--- src/rtl/disp_irq_pkg.sv ---
package disp_irq_pkg;

    typedef enum logic [1:0] {
        SEQ_IDLE  = 2'd0,
        SEQ_RUN   = 2'd1,
        SEQ_DRAIN = 2'd2
    } seq_state_e;

    localparam int NUM_EVT = 3;
    localparam int EVT_DD  = 0;
    localparam int EVT_RU  = 1;
    localparam int EVT_FU  = 2;

endpackage

--- src/rtl/disp_irq_seq.sv ---
module disp_irq_seq
    import disp_irq_pkg::*;
(
    input  logic clk,
    input  logic rst_n,
    input  logic ctrl_en,
    input  logic frame_end,
    output logic disp_on,
    output logic dd_evt
);

    seq_state_e state_q;
    seq_state_e state_d;

    always_ff @(posedge clk or negedge rst_n) begin
        if (!rst_n) begin
            state_q <= SEQ_IDLE;
        end else begin
            state_q <= state_d;
        end
    end

    always_comb begin
        state_d = state_q;
        dd_evt  = 1'b0;
        unique case (state_q)
            SEQ_IDLE: begin
                if (ctrl_en) begin
                    state_d = SEQ_RUN;
                end
            end
            SEQ_RUN: begin
                if (!ctrl_en) begin
                    if (frame_end) begin
                        state_d = SEQ_IDLE;
                        dd_evt  = 1'b1;
                    end else begin
                        state_d = SEQ_DRAIN;
                    end
                end
            end
            SEQ_DRAIN: begin
                if (frame_end) begin
                    state_d = SEQ_IDLE;
                    dd_evt  = 1'b1;
                end else if (ctrl_en) begin
                    state_d = SEQ_RUN;
                end
            end
            default: begin
                state_d = SEQ_IDLE;
            end
        endcase
    end

    assign disp_on = (state_q != SEQ_IDLE);

endmodule

--- src/rtl/disp_irq_shadow_bank.sv ---
module disp_irq_shadow_bank #(
    parameter int DATA_W   = 16,
    parameter int NUM_CTRL = 4,
    parameter int ADDR_W   = 3
) (
    input  logic                       clk,
    input  logic                       rst_n,
    input  logic                       wr_en,
    input  logic [ADDR_W-1:0]          wr_addr,
    input  logic [DATA_W-1:0]          wr_data,
    input  logic                       frame_end,
    output logic [NUM_CTRL*DATA_W-1:0] active_flat,
    output logic                       ru_evt
);

    logic [NUM_CTRL-1:0] hit;
    logic                pend_q;
    logic                apply;

    assign apply = frame_end && pend_q;

    for (genvar g = 0; g < NUM_CTRL; g++) begin : g_reg
        logic [DATA_W-1:0] shadow_q;
        logic [DATA_W-1:0] active_q;

        assign hit[g] = wr_en && (wr_addr == ADDR_W'(g));

        always_ff @(posedge clk or negedge rst_n) begin
            if (!rst_n) begin
                shadow_q <= '0;
                active_q <= '0;
            end else begin
                if (hit[g]) begin
                    shadow_q <= wr_data;
                end
                if (apply) begin
                    active_q <= shadow_q;
                end
            end
        end

        assign active_flat[g*DATA_W +: DATA_W] = active_q;
    end

    always_ff @(posedge clk or negedge rst_n) begin
        if (!rst_n) begin
            pend_q <= 1'b0;
        end else if (|hit) begin
            pend_q <= 1'b1;
        end else if (frame_end) begin
            pend_q <= 1'b0;
        end
    end

    assign ru_evt = apply;

endmodule

--- src/rtl/disp_irq_status.sv ---
module disp_irq_status
    import disp_irq_pkg::*;
#(
    parameter int NUM_CTRL = 4,
    parameter int ADDR_W   = 3
) (
    input  logic               clk,
    input  logic               rst_n,
    input  logic               wr_en,
    input  logic [ADDR_W-1:0]  wr_addr,
    input  logic [NUM_EVT-1:0] wr_bits,
    input  logic [NUM_EVT-1:0] evt,
    output logic [NUM_EVT-1:0] status,
    output logic               irq
);

    localparam logic [ADDR_W-1:0] MASK_ADDR = ADDR_W'(NUM_CTRL);
    localparam logic [ADDR_W-1:0] STAT_ADDR = ADDR_W'(NUM_CTRL + 1);

    logic [NUM_EVT-1:0] mask_q;
    logic [NUM_EVT-1:0] stat_q;
    logic [NUM_EVT-1:0] clr;

    assign clr = (wr_en && wr_addr == STAT_ADDR) ? wr_bits : '0;

    always_ff @(posedge clk or negedge rst_n) begin
        if (!rst_n) begin
            mask_q <= '1;
        end else if (wr_en && wr_addr == MASK_ADDR) begin
            mask_q <= wr_bits;
        end
    end

    for (genvar e = 0; e < NUM_EVT; e++) begin : g_bit
        always_ff @(posedge clk or negedge rst_n) begin
            if (!rst_n) begin
                stat_q[e] <= 1'b0;
            end else if (evt[e]) begin
                stat_q[e] <= 1'b1;
            end else if (clr[e]) begin
                stat_q[e] <= 1'b0;
            end
        end
    end

    assign status = stat_q;
    assign irq    = |(stat_q & ~mask_q);

endmodule

--- src/rtl/disp_irq_unit.sv ---
module disp_irq_unit
    import disp_irq_pkg::*;
#(
    parameter int DATA_W   = 16,
    parameter int NUM_CTRL = 4,
    parameter int ADDR_W   = $clog2(NUM_CTRL + 2)
) (
    input  logic                       clk,
    input  logic                       rst_n,
    input  logic                       ctrl_en,
    input  logic                       frame_end,
    input  logic                       fifo_urun,
    input  logic                       bus_wr_en,
    input  logic [ADDR_W-1:0]          bus_addr,
    input  logic [DATA_W-1:0]          bus_wdata,
    output logic                       disp_on,
    output logic [NUM_CTRL*DATA_W-1:0] ctrl_active,
    output logic [NUM_EVT-1:0]         irq_status,
    output logic                       irq
);

    logic dd_evt;
    logic ru_evt;
    logic [NUM_EVT-1:0] evt;

    disp_irq_seq u_seq (
        .clk       (clk),
        .rst_n     (rst_n),
        .ctrl_en   (ctrl_en),
        .frame_end (frame_end),
        .disp_on   (disp_on),
        .dd_evt    (dd_evt)
    );

    disp_irq_shadow_bank #(
        .DATA_W   (DATA_W),
        .NUM_CTRL (NUM_CTRL),
        .ADDR_W   (ADDR_W)
    ) u_bank (
        .clk         (clk),
        .rst_n       (rst_n),
        .wr_en       (bus_wr_en),
        .wr_addr     (bus_addr),
        .wr_data     (bus_wdata),
        .frame_end   (frame_end),
        .active_flat (ctrl_active),
        .ru_evt      (ru_evt)
    );

    always_comb begin
        evt         = '0;
        evt[EVT_DD] = dd_evt;
        evt[EVT_RU] = ru_evt;
        evt[EVT_FU] = fifo_urun;
    end

    disp_irq_status #(
        .NUM_CTRL (NUM_CTRL),
        .ADDR_W   (ADDR_W)
    ) u_stat (
        .clk     (clk),
        .rst_n   (rst_n),
        .wr_en   (bus_wr_en),
        .wr_addr (bus_addr),
        .wr_bits (bus_wdata[NUM_EVT-1:0]),
        .evt     (evt),
        .status  (irq_status),
        .irq     (irq)
    );

endmodule

--- config.mk ---
export PLATFORM = sky130hd
export DESIGN_NAME = disp_irq_unit
export DESIGN_NICKNAME = d
export VERILOG_FILES = /design/src/rtl/disp_irq_pkg.sv /design/src/rtl/disp_irq_seq.sv /design/src/rtl/disp_irq_shadow_bank.sv /design/src/rtl/disp_irq_status.sv /design/src/rtl/disp_irq_unit.sv
export SDC_FILE = /design/constraint.sdc
export NUM_CORES = 1
export LEC_CHECK = 0
export BUFFER_PORTS_ARGS = -buffer_cell sky130_fd_sc_hd__buf_2
export CAP_MARGIN = 20
export CORE_UTILIZATION = 36
export DETAILED_ROUTE_END_ITERATION = 8
export HOLD_SLACK_MARGIN = 0.03
export PLACE_DENSITY_LB_ADDON = 0.2
export SYNTH_ARGS = -nofsm -noshare
export SYNTH_HDL_FRONTEND = slang
export SYNTH_SLANG_ARGS = --single-unit
--- constraint.sdc ---
create_clock -name clk -period 1.7 [get_ports clk]
set_input_delay 0.255 -clock clk [delete_from_list [all_inputs] [get_ports clk]]
set_output_delay 0.255 -clock clk [all_outputs]
set_load 0.02 [all_outputs]
==> results.tsv <==
stage	metric	value	unit
place	dp_cells	596	
clock_tree	cts_buffer_depth	2	
grt	grt_use_total	15.50	%
synth	synthCells	320	
min_path	hold_path.class	primary input to register	
pwr	internal_power	7562	uW
pwr	ir_worst_vdd	861.7	uV
clock_tree	post-cts-setup-buffer-count	0	
floorplanning	start_util	37.48	%
place	dpl.hpwl	7.373	mm
clock_tree	cts.clk_slew.worst_paths	0.05	ns
detailed_routing	avgViaCountPerCell	4.729	
floorplanning	core-area	14100	um2
place	numPortBuffers	93	
synth	synth_nets	349	
sta	fin_tns_setup	0	ns
run_status	status	finished clean	
sta	slew_headroom	71.28	%
floorplanning	die_h	123.2	um
detailed_routing	drc	0	
grt	grt_pass1_vias	3123	
synth	syn_avg_cell_area	16.51	um2
sta	hold_ws	0.1133	ns
clock_tree	htreeDepth	4	
sta	finalCritPeriodShare	92.73	%
grt	overflow	0	
sta	rsz0062_at_grt	no	
clock_tree	cts_buffers	17	
synth	syn-cell-area	5284	um2
sta	maxSlewViolCount	0	
synth	synth_top_area_cell	dfrtp_1	
floorplanning	rows	43	
grt	use_met2	23.92	%
floorplanning	pin_count	94	
pwr	p_seq_share	43.3	%
clock_tree	cts_tree	yes	
grt	grt_pass1_wl	16.96	mm
critical_path	cp_max_fo	4	
final_layout	drive_gt1_share	61.11	%
sta	period_needed	1.576	ns
clock_tree	insertion_delay	0.41	ns
synth	ys_seq_area_share	64.95	%
final_layout	multi_input_area	1750	um2
synth	synth_top_area_share	63.46	%
detailed_routing	drt-total-wl	10.76	mm
place	place_ws	0.2499	ns
synth	yosysUniqueCellTypes	30	
final_layout	n_fill_cell	1265	
synth	synthFlopType	dfrtp_1	
detailed_routing	first_iter_violations	82	
detailed_routing	final_antenna_net_count	0	
critical_path	cp-end-kind	output pin	
clock_tree	cts_hold_buf	2	
grt	grt_antenna_before_repair	0	
pwr	power_frac_comb	25.3	%
grt	grt_util_met1	20.04	%
final_layout	fin_nets	466	
critical_path	crit_type	register to output pin	
clock_tree	cts-resized-gates	0	
critical_path	start_kind	register	
critical_path	crit_arrival	1.32	ns
floorplanning	dieArea	15170	um2
detailed_routing	vias	2979	
floorplanning	die_x	123.2	um
pwr	clkPwrFrac	31.3	%
synth	ys_ff_latch	137	
final_layout	fin_cells	630	
sta	worst_pin_slew	0.4275	ns
synth	ys_warn_count	0	
sta	hold_viol_final	0	
pwr	swShare	30.19	%
sta	setup_viol	0	
detailed_routing	dr.pass1.iters	5	
final_layout	syn2layout_area_growth	26.33	%
synth	synth_area_leaders	dfrtp_1, mux2_2, dfstp_2, ha_1, buf_2	
sta	max_freq	634.3	MHz
pwr	switching_power	3271	uW
synth	async_reset_ff_share	100.0	%
pwr	p_leak	0.003124	uW
place	gp_congestion	0.6787	
clock_tree	clock-sinks	137	
pwr	p_per_area	1623	nW/um2
final_layout	seq_area	3432	um2
detailed_routing	avgRoutedWirePerCell	17.07	um
critical_path	critPathRequiredTime	1.44	ns
sta	layout_setup_ws	0.1235	ns
synth	synth_edf_count	0	
grt	grt.busiest_layer	met2	
grt	use_met3	4.889	%
sta	skew	0.004804	ns
job	cap_violations	0	
clock_tree	cts-root-buf	clkbuf_16	
final_layout	diodes	0	
grt	grt_max_degree	36	
routing by layer:
metal / vias to the layer above / part of all wire [%] / routed length (um)
met4: 0 / 1.3 / 142
met1: 1537 / 46 / 4983
met3: 11 / 4.0 / 426
li1: 1374 / - / -
met2: 57 / 48 / 5203
met5: - / 0 / 0
power by group through the flow:
stage,clock network [uW],registers [uW],logic (uW)
after CTS,3500,4710,2800
after detailed placement,0,4760,2780
after global placement,0,4720,2710
after global routing,3650,4830,2960
final,3390,4700,2740
after floorplan,0,5380,1060
worst paths after layout:
path / start / to / slack, ns / cells past startpoint
hold / removal: ctrl_en / u_seq.state_q[1]$_DFFE_PN0P_ / 0.11 / 2
min in group asynchronous: rst_n / u_bank.g_reg[0].active_q[9]$_DFFE_PN0P_ / 0.30 / 2
hold reg to reg: u_bank.g_reg[3].shadow_q[14]$_DFFE_PN0P_ / u_bank.g_reg[3].shadow_q[14]$_DFFE_PN0P_ / 0.49 / 1
setup / recovery: u_seq.state_q[1]$_DFFE_PN0P_ / disp_on / 0.12 / 4
setup reg to reg: u_bank.pend_q$_DFFE_PN0P_ / u_bank.g_reg[1].active_q[2]$_DFFE_PN0P_ / 0.31 / 3
max in group asynchronous: rst_n / u_stat.mask_q[0]$_DFFE_PN1P_ / 0.76 / 3
sequential cells by signal, summed over array words and instances, names as in the netlist:
name               cells
u_bank.g.shadow_q     64
u_seq.state_q          2
u_bank.pend_q          1
u_bank.g.active_q     64
u_stat.status          3
u_stat.mask_q          3
layout make-up:
type | instances | share of cell area [%]
flip-flops and latches | 137 | 51.42
multi-input cells | 162 | 26.22
repair buffers | 111 | 10.29
clock buffers | 23 | 7.160
well taps | 180 | 3.374
clock inverters | 9 | 1.087
inverters | 8 | 0.4499
cells in the mapped netlist, drive strengths merged, types with 2 or more instances:
| cell | count |
|---|---|
| dfrtp | 134 |
| mux2 | 131 |
| buf | 12 |
| inv | 8 |
| ha | 4 |
| nand2 | 4 |
| a21oi | 3 |
| dfstp | 3 |
| nand2b | 2 |
| nor3 | 2 |
| nor3b | 2 |
| o21ai | 2 |
through the flow:
step / cell area, um2 / total power [uW] / util, %
after floorplan: 5284 / 6440 / -
after global placement: 6105 / 7431 / 43.31
after detailed placement: 6105 / 7539 / 43.31
after CTS: 6675 / 11020 / 47.35
after global routing: 6675 / 11430 / 47.35
final: 6675 / 10830 / 47.35
placed cells by master (no fill, tap or decap), types with 2 or more instances in the layout:
cell type / instances
clkinv_2: 7
mux2_1: 4
buf_2: 92
nand2_1: 3
clkbuf_16: 17
mux2_2: 127
clkbuf_1: 3
o21ai_0: 2
ha_1: 4
nor3b_4: 2
clkbuf_8: 3
a21oi_1: 3
dlygate4sd3_1: 2
inv_1: 8
buf_4: 10
buf_12: 6
dfrtp_1: 134
dfstp_2: 3
worst max-delay path, stage by stage (launching register included):
cell and delay [ns]:
dfrtp_1 0.42, inv_1 0.13, ha_1 0.18, inv_1 0.04, buf_2 0.15
logic make-up (layout without fill, tap and decap cells):
kind of cell,count (synthesis),in the layout,share of synthesized area (%)
buffers and inverters,21,151,2.060
AOI/OAI and AO/OA,11,11,1.374
adders and majority gates,4,4,0.9472
and+or+nand+nor,16,16,2.747
DFF,137,137,64.95
muxes,131,131,27.92
Power figures use the tool's default switching activity.
